`config.mk`:
```
export PLATFORM = sky130hd
export DESIGN_NAME = frac_muldiv
export DESIGN_NICKNAME = d
export VERILOG_FILES = /design/src/rtl/frac_md_pkg.sv /design/src/rtl/frac_md_mag.sv /design/src/rtl/frac_md_mul.sv /design/src/rtl/frac_md_div.sv /design/src/rtl/frac_muldiv.sv
export SDC_FILE = /design/constraint.sdc
export NUM_CORES = 1
export LEC_CHECK = 0
export BUFFER_PORTS_ARGS = -buffer_cell sky130_fd_sc_hd__buf_2
export CAP_MARGIN = 20
export CORE_UTILIZATION = 45
export CTS_BUF_LIST = sky130_fd_sc_hd__clkbuf_4 sky130_fd_sc_hd__clkbuf_8 sky130_fd_sc_hd__clkbuf_16
export DETAILED_ROUTE_END_ITERATION = 10
export GPL_TIMING_DRIVEN = 0
export PLACE_DENSITY = 0.72
export SLEW_MARGIN = 20
export SYNTH_ARGS = -nofsm -noshare
export SYNTH_HDL_FRONTEND = slang
export SYNTH_HIERARCHICAL = 1
export SYNTH_SLANG_ARGS = --single-unit
```
`constraint.sdc`:
```
create_clock -name clk -period 6.2 [get_ports clk]
set_clock_uncertainty 0.05 [all_clocks]
set_input_delay 0.31 -clock clk [delete_from_list [all_inputs] [get_ports clk]]
set_output_delay 0.31 -clock clk [all_outputs]
set_load 0.03 [all_outputs]
```
`src/rtl/frac_md_pkg.sv`:
```
package frac_md_pkg;
  typedef enum logic [1:0] {
    OP_MUL_LO  = 2'b00,
    OP_MUL_HI  = 2'b01,
    OP_DIV     = 2'b10,
    OP_DIV_ALT = 2'b11
  } md_op_e;

  typedef enum logic [1:0] {
    ST_IDLE = 2'b00,
    ST_RUN  = 2'b01,
    ST_DONE = 2'b10
  } md_state_e;
endpackage

```
`src/rtl/frac_md_mag.sv`:
```
module frac_md_mag #(
  parameter int W = 32
) (
  input  logic [W-1:0] val_i,
  output logic [W-1:0] mag_o,
  output logic         neg_o
);
  localparam logic [W-1:0] ONE = W'(1);

  // Unsigned magnitude; -2^(W-1) maps to 2^(W-1), which fits W bits.
  always_comb begin
    neg_o = val_i[W-1];
    mag_o = neg_o ? (~val_i + ONE) : val_i;
  end
endmodule

```
`src/rtl/frac_md_mul.sv`:
```
module frac_md_mul #(
  parameter int W = 32
) (
  input  logic           clk,
  input  logic           rst_n,
  input  logic           load,
  input  logic           step,
  input  logic [W-1:0]   mcand_i,
  input  logic [W-1:0]   mplier_i,
  output logic [2*W-1:0] prod_o
);
  logic [W-1:0] hi_q, lo_q, mc_q;
  logic [W:0]   sum;

  always_comb begin
    sum = {1'b0, hi_q} + (lo_q[0] ? {1'b0, mc_q} : '0);
  end

  always_ff @(posedge clk or negedge rst_n) begin
    if (!rst_n) begin
      hi_q <= '0;
      lo_q <= '0;
      mc_q <= '0;
    end else if (load) begin
      hi_q <= '0;
      lo_q <= mplier_i;
      mc_q <= mcand_i;
    end else if (step) begin
      {hi_q, lo_q} <= {sum, lo_q[W-1:1]};
    end
  end

  assign prod_o = {hi_q, lo_q};

  // A magnitude product never exceeds 2^(2W-2), so the top bit stays clear.
  assert_mul_top_clear_R4: assert property (@(posedge clk) disable iff (!rst_n)
    step |=> !hi_q[W-1]);
endmodule

```
`src/rtl/frac_md_div.sv`:
```
module frac_md_div #(
  parameter int W = 32
) (
  input  logic         clk,
  input  logic         rst_n,
  input  logic         load,
  input  logic         step,
  input  logic [W-1:0] dvd_i,
  input  logic [W-1:0] dvr_i,
  output logic [W-1:0] quo_o
);
  logic [W:0]   rem_q;
  logic [W-1:0] dvr_q;
  logic [W-1:0] quo_q;
  logic [W:0]   shifted;
  logic [W:0]   trial;
  logic         fits;

  always_comb begin
    shifted = rem_q << 1;
    fits    = shifted >= {1'b0, dvr_q};
    trial   = shifted - {1'b0, dvr_q};
  end

  always_ff @(posedge clk or negedge rst_n) begin
    if (!rst_n) begin
      rem_q <= '0;
      dvr_q <= '0;
      quo_q <= '0;
    end else if (load) begin
      rem_q <= {1'b0, dvd_i};
      dvr_q <= dvr_i;
      quo_q <= '0;
    end else if (step) begin
      rem_q <= fits ? trial : shifted;
      quo_q <= {quo_q[W-2:0], fits};
    end
  end

  assign quo_o = quo_q;

  // Restoring invariant: the partial remainder stays below the divisor.
  assert_rem_below_divisor_R8: assert property (@(posedge clk) disable iff (!rst_n)
    step |-> (rem_q < {1'b0, dvr_q}));
endmodule

```
`src/rtl/frac_muldiv.sv`:
```
module frac_muldiv
  import frac_md_pkg::*;
#(
  parameter int W = 32
) (
  input  logic         clk,
  input  logic         rst_n,
  input  logic         in_valid,
  output logic         in_ready,
  input  logic [1:0]   in_op,
  input  logic [W-1:0] in_acc,
  input  logic [W-1:0] in_mem,
  output logic         out_valid,
  output logic [W-1:0] out_result,
  output logic         out_ovf
);
  localparam int CW = $clog2(W + 1);
  localparam logic [CW-1:0] MUL_LAST = CW'(W - 1);
  localparam logic [CW-1:0] DIV_LAST = CW'(W - 2);
  localparam logic [W-1:0]   ONE  = W'(1);
  localparam logic [2*W-1:0] ONE2 = (2*W)'(1);

  md_state_e state_q;
  logic [CW-1:0] cnt_q;
  logic op_div_q, op_hi_q, neg_q, ovf_pend_q;
  logic [W-1:0] acc_q;
  logic [W-1:0] res_q;
  logic ovf_q, vld_q;

  // Operand magnitudes, one converter per operand
  logic [W-1:0] opnd [2];
  logic [W-1:0] mag  [2];
  logic         sgn  [2];

  assign opnd[0] = in_acc;
  assign opnd[1] = in_mem;

  for (genvar g = 0; g < 2; g++) begin : g_mag
    frac_md_mag #(.W(W)) u_mag (
      .val_i (opnd[g]),
      .mag_o (mag[g]),
      .neg_o (sgn[g])
    );
  end

  logic accept, div_in, div_ovf_in, last_step;
  logic mul_step, div_step;

  always_comb begin
    accept     = in_valid && (state_q == ST_IDLE);
    div_in     = in_op inside {OP_DIV, OP_DIV_ALT};
    div_ovf_in = div_in && (mag[0] >= mag[1]);
    mul_step   = (state_q == ST_RUN) && !op_div_q;
    div_step   = (state_q == ST_RUN) && op_div_q;
    last_step  = cnt_q == (op_div_q ? DIV_LAST : MUL_LAST);
  end

  logic [2*W-1:0] prod;
  logic [W-1:0]   quo;

  frac_md_mul #(.W(W)) u_mul (
    .clk      (clk),
    .rst_n    (rst_n),
    .load     (accept),
    .step     (mul_step),
    .mcand_i  (mag[0]),
    .mplier_i (mag[1]),
    .prod_o   (prod)
  );

  frac_md_div #(.W(W)) u_div (
    .clk   (clk),
    .rst_n (rst_n),
    .load  (accept),
    .step  (div_step),
    .dvd_i (mag[0]),
    .dvr_i (mag[1]),
    .quo_o (quo)
  );

  // Sign restore and result selection
  logic [2*W-1:0] prod_s;
  logic [W-1:0]   hi_val, q_rnd, q_s, fin;

  always_comb begin
    prod_s = neg_q ? (~prod + ONE2) : prod;
    hi_val = prod_s[2*W-1:W] << 1;
    q_rnd  = (quo + ONE) & ~ONE;
    q_s    = neg_q ? (~q_rnd + ONE) : q_rnd;
    if (ovf_pend_q)    fin = acc_q;
    else if (op_div_q) fin = q_s;
    else if (op_hi_q)  fin = hi_val;
    else               fin = prod_s[W-1:0];
  end

  always_ff @(posedge clk or negedge rst_n) begin
    if (!rst_n) begin
      state_q    <= ST_IDLE;
      cnt_q      <= '0;
      op_div_q   <= 1'b0;
      op_hi_q    <= 1'b0;
      neg_q      <= 1'b0;
      ovf_pend_q <= 1'b0;
      acc_q      <= '0;
      res_q      <= '0;
      ovf_q      <= 1'b0;
      vld_q      <= 1'b0;
    end else begin
      vld_q <= 1'b0;
      unique case (state_q)
        ST_IDLE: begin
          if (accept) begin
            op_div_q   <= div_in;
            op_hi_q    <= (in_op == OP_MUL_HI);
            neg_q      <= sgn[0] ^ sgn[1];
            acc_q      <= in_acc;
            ovf_pend_q <= div_ovf_in;
            cnt_q      <= '0;
            state_q    <= div_ovf_in ? ST_DONE : ST_RUN;
          end
        end
        ST_RUN: begin
          cnt_q <= cnt_q + 1'b1;
          if (last_step) state_q <= ST_DONE;
        end
        ST_DONE: begin
          res_q   <= fin;
          ovf_q   <= ovf_pend_q;
          vld_q   <= 1'b1;
          state_q <= ST_IDLE;
        end
        default: state_q <= ST_IDLE;
      endcase
    end
  end

  assign in_ready   = (state_q == ST_IDLE);
  assign out_valid  = vld_q;
  assign out_result = res_q;
  assign out_ovf    = ovf_q;

  assert_ready_drops_R1: assert property (@(posedge clk) disable iff (!rst_n)
    (in_valid && in_ready) |=> !in_ready);
  assert_ready_with_done_R1: assert property (@(posedge clk) disable iff (!rst_n)
    out_valid |-> in_ready);
  assert_valid_pulse_R2: assert property (@(posedge clk) disable iff (!rst_n)
    out_valid |=> !out_valid);
  assert_result_hold_R2: assert property (@(posedge clk) disable iff (!rst_n)
    (!$stable(out_result) || !$stable(out_ovf)) |-> out_valid);
  assert_mul_no_ovf_R9: assert property (@(posedge clk) disable iff (!rst_n)
    (out_valid && !op_div_q) |-> !out_ovf);
  assert_quotient_even_R8: assert property (@(posedge clk) disable iff (!rst_n)
    (out_valid && op_div_q && !out_ovf) |-> !out_result[0]);
endmodule

```
==> impl_metrics.tcl <==
set metrics [dict create \
    antenna_found_initial 0 \
    cts_resized 0 \
    drive_above_1_share_pct 11.7 \
    crit_top_cell "a21o_1" \
    io_buffers 103 \
    die_w_um 222 \
    layout_common_cells "nand2_1, dfrtp_1, o21ai_0" \
    p_sw_w 0.00722 \
    dpl_worst_slack_ps 1370 \
    finalWorstSetupSlack_ps 1210 \
    endpoint_kind "register" \
    synth_top_area_share_pct 31.1 \
    clkSinkCount 270 \
    cap_violations 0 \
    clk_path_buf_depth 3 \
    area_delta_synth_final_pct 12.9 \
    status "finished clean" \
    wl_mm 80.5 \
    pwr-share-seq_pct 23.9 \
    antenna_left 0 \
    crit_type "input pin to register" \
    postSynthAreaPerCell_um2 8.39 \
    peakVddDrop_uv 349 \
    drt_first_pass_iters 6 \
    fmax_mhz 200 \
    io_pins 104 \
    rows 80 \
    worst_slew_pin_slew_ps 1180 \
    critPathLaunchType "input pin" \
    combPwrFrac_pct 62.7 \
    min_path_type "input pin to register" \
    synth_warnings 6 \
    start_util_pct 45.6 \
    dieHeight_um 222 \
    postSynthCellCount 2592 \
    period_needed_ps 4990 \
    p_int_w 0.00708 \
    clk_latency_ps 590 \
    synth_area_leaders "dfrtp_1, nand2_1, ha_1" \
    hold_viol_final 0 \
    slew_violations 0 \
    finalInstanceArea_mm2 0.0246 \
    nFillCells 4528 \
    grt_pass1_wl_mm 122 \
    finalWeightedCongestion 1.00 \
    setup_viol 0 \
    worstPathArrival_ps 5340 \
    synth_cell_types 108 \
    numCtsBuffers 31 \
    path_cells "dlygate4sd3_1, buf_2, or3_4, or4_1, o21ai_1, xnor2_1, ha_1, a21o_1, a21o_1, a21o_1, a21o_1, a21o_1, a21oi_1, o21ai_0, a2111oi_1, a211oi_1" \
    total_leakage_power_nw 10.7 \
    vias_per_cell 6.27 \
    grt_max_degree 81 \
    p_total_w 0.0143 \
    rsz0062_at_grt "no" \
    pwr-share-clk_pct 13.4 \
    cts.clk_slew.worst_paths_ps 60 \
    yosys.area.top_type "dfrtp_1" \
    multi_input_area_mm2 0.0139 \
    relSlewSlack_pct 21.5 \
    final_common_cell "nand2_1" \
    wire_per_inst_um 23.7 \
    dp_hpwl_mm 62.3 \
    seq_area_mm2 0.00676 \
    overflow 0 \
    required_ps 6540 \
    crit_path_top_delay_cell "a2111oi_1" \
    ys.flop_type "dfrtp_1" \
    synth_area_mm2 0.0218 \
    drc 0 \
    power_density_mw_per_mm2 582 \
    post-route-period-util_pct 80.5 \
    placed_area_mm2 0.0232 \
    die-area_mm2 0.0492 \
    crit_path_max_fanout 5 \
    gr-usage-all-layers_pct 32.0 \
    synth_edf_count 0 \
    first_iter_violations 2539 \
    fin_nets 2939 \
    final_util_pct 51.4 \
    cts_root_buffer "clkbuf_16" \
    yosysSeqAreaShare_pct 31.1 \
    grt_pass1_vias 20200 \
    syn-num-nets 2765 \
    crit_path_max_incr_delay_ps 1030 \
    htree_levels 1 \
    core-area_mm2 0.0477 \
    ys_seq_elements 270 \
    cts_tree "built" \
    setup_tns_ps 0 \
    async_reset_ff_share_pct 100 \
    swShare_pct 50.5 \
    num_vias 21300 \
    diodes 0 \
]
## power groups by stage
stage	registers (W)	clock network, W	logic (W)
6_report	0.00342	0.00191	0.00897
5_1_grt	0.00350	0.00199	0.00966
4_1_cts	0.00339	0.00193	0.00874
3_5_place_dp	0.00341	0	0.00868
3_3_place_gp	0.00338	0	0.00848
2_1_floorplan	0.00321	0	0.00627
## cell families (layout without fill, tap and decap cells)
| logic type | Yosys count | in the layout | synth area share (%) |
|---|---|---|---|
| AOI/OAI and AO/OA | 708 | 708 | 21.7 |
| xor gates and xnor gates | 215 | 215 | 8.66 |
| adders and majority gates | 104 | 104 | 6.05 |
| buffers and inverters | 249 | 444 | 5.17 |
| DFF | 270 | 270 | 31.1 |
| muxes | 121 | 121 | 5.78 |
| and+or+nand+nor | 925 | 925 | 21.6 |
## flip-flops by register name, summed over array words and instances, names as in the netlist
| name | cells |
|---|---|
| u_div/quo_o | 32 |
| cnt_q | 6 |
| out_result | 32 |
| u_mul/mc_q | 32 |
| out_valid | 1 |
| u_mul/hi_q | 32 |
| state_q | 2 |
| acc_q | 32 |
| out_ovf | 1 |
| op_div_q | 1 |
| u_div/rem_q | 32 |
| op_hi_q | 1 |
| u_div/dvr_q | 32 |
| u_mul/lo_q | 32 |
| neg_q | 1 |
| ovf_pend_q | 1 |
## timing repair
| item | 4_1_cts | 5_1_grt |
|---|---|---|
| endpoints found under the hold margin | 84 | 0 |
| hold buffers | 35 | 0 |
| setup buffers | 0 | 0 |
## metal layers
metal / GRT usage (%) / vias to the layer above / part of all wire, %
met5: 0 / - / 0
met2: 50.3 / 1090 / 44
li1: - / 9692 / -
met4: 18.4 / 0 / 6.5
met1: 42.9 / 10300 / 41
met3: 3.47 / 214 / 7.7
## worst max-delay path: cells and delay by family
kind	cells	cell delay [ps]
xor+xnor	1	490
buf+inv	2	730
compound gates	10	2570
simple gates	2	810
fa+ha+maj	1	410
## cell usage after synthesis, types with 9 or more instances
cell / n
a211o_1: 9
a211oi_1: 40
a21o_1: 49
a21oi_1: 104
a22o_1: 18
a31oi_1: 20
and2_1: 42
and3_1: 24
buf_1: 15
buf_2: 9
buf_4: 13
clkbuf_1: 96
dfrtp_1: 270
ha_1: 102
inv_1: 98
mux2_2: 36
mux2i_1: 85
nand2_1: 341
nand2b_1: 21
nand3_1: 59
nand3b_1: 9
nand4_1: 39
nor2_1: 179
nor2b_1: 23
nor3_1: 43
nor4_1: 26
o211ai_1: 29
o21a_1: 16
o21ai_0: 220
o21ai_1: 28
o21bai_1: 10
o31ai_1: 53
o41ai_1: 16
or2_2: 9
or3_1: 25
or4_1: 14
xnor2_1: 144
xor2_1: 71
## worst paths after layout
path                          startpoint              end  slack, ps  cells past startpoint
setup reg to reg           u_mul/lo_q[0]   u_mul/hi_q[29]       2380                     12
setup / recovery              in_acc[12]       ovf_pend_q       1210                     16
max in group asynchronous          rst_n  u_div/rem_q[30]       4780                      4
hold reg to reg                acc_q[14]        acc_q[14]        430                      2
min in group asynchronous          rst_n   u_mul/hi_q[24]        190                      2
hold / removal                  in_valid         cnt_q[0]         70                      4
## cell type report
class,count,area share [%]
inverter,101,1.54
tap,615,3.13
sequential,270,27.5
timing repair buffer,141,3.90
clock buffer,37,3.39
multi-input combinational,2073,56.6
buffer,148,3.04
clock inverter,17,0.836
## stage by stage
stage | instances | hold slack [ps]
after global routing | 3402 | 78.4
after CTS | 3402 | 53.1
after floorplan | 2592 | -35.6
final | 3402 | 71.4
after detailed placement | 3313 | 200
after global placement | 3310 | 411
Note: power is estimated with default switching activity, not from simulation.
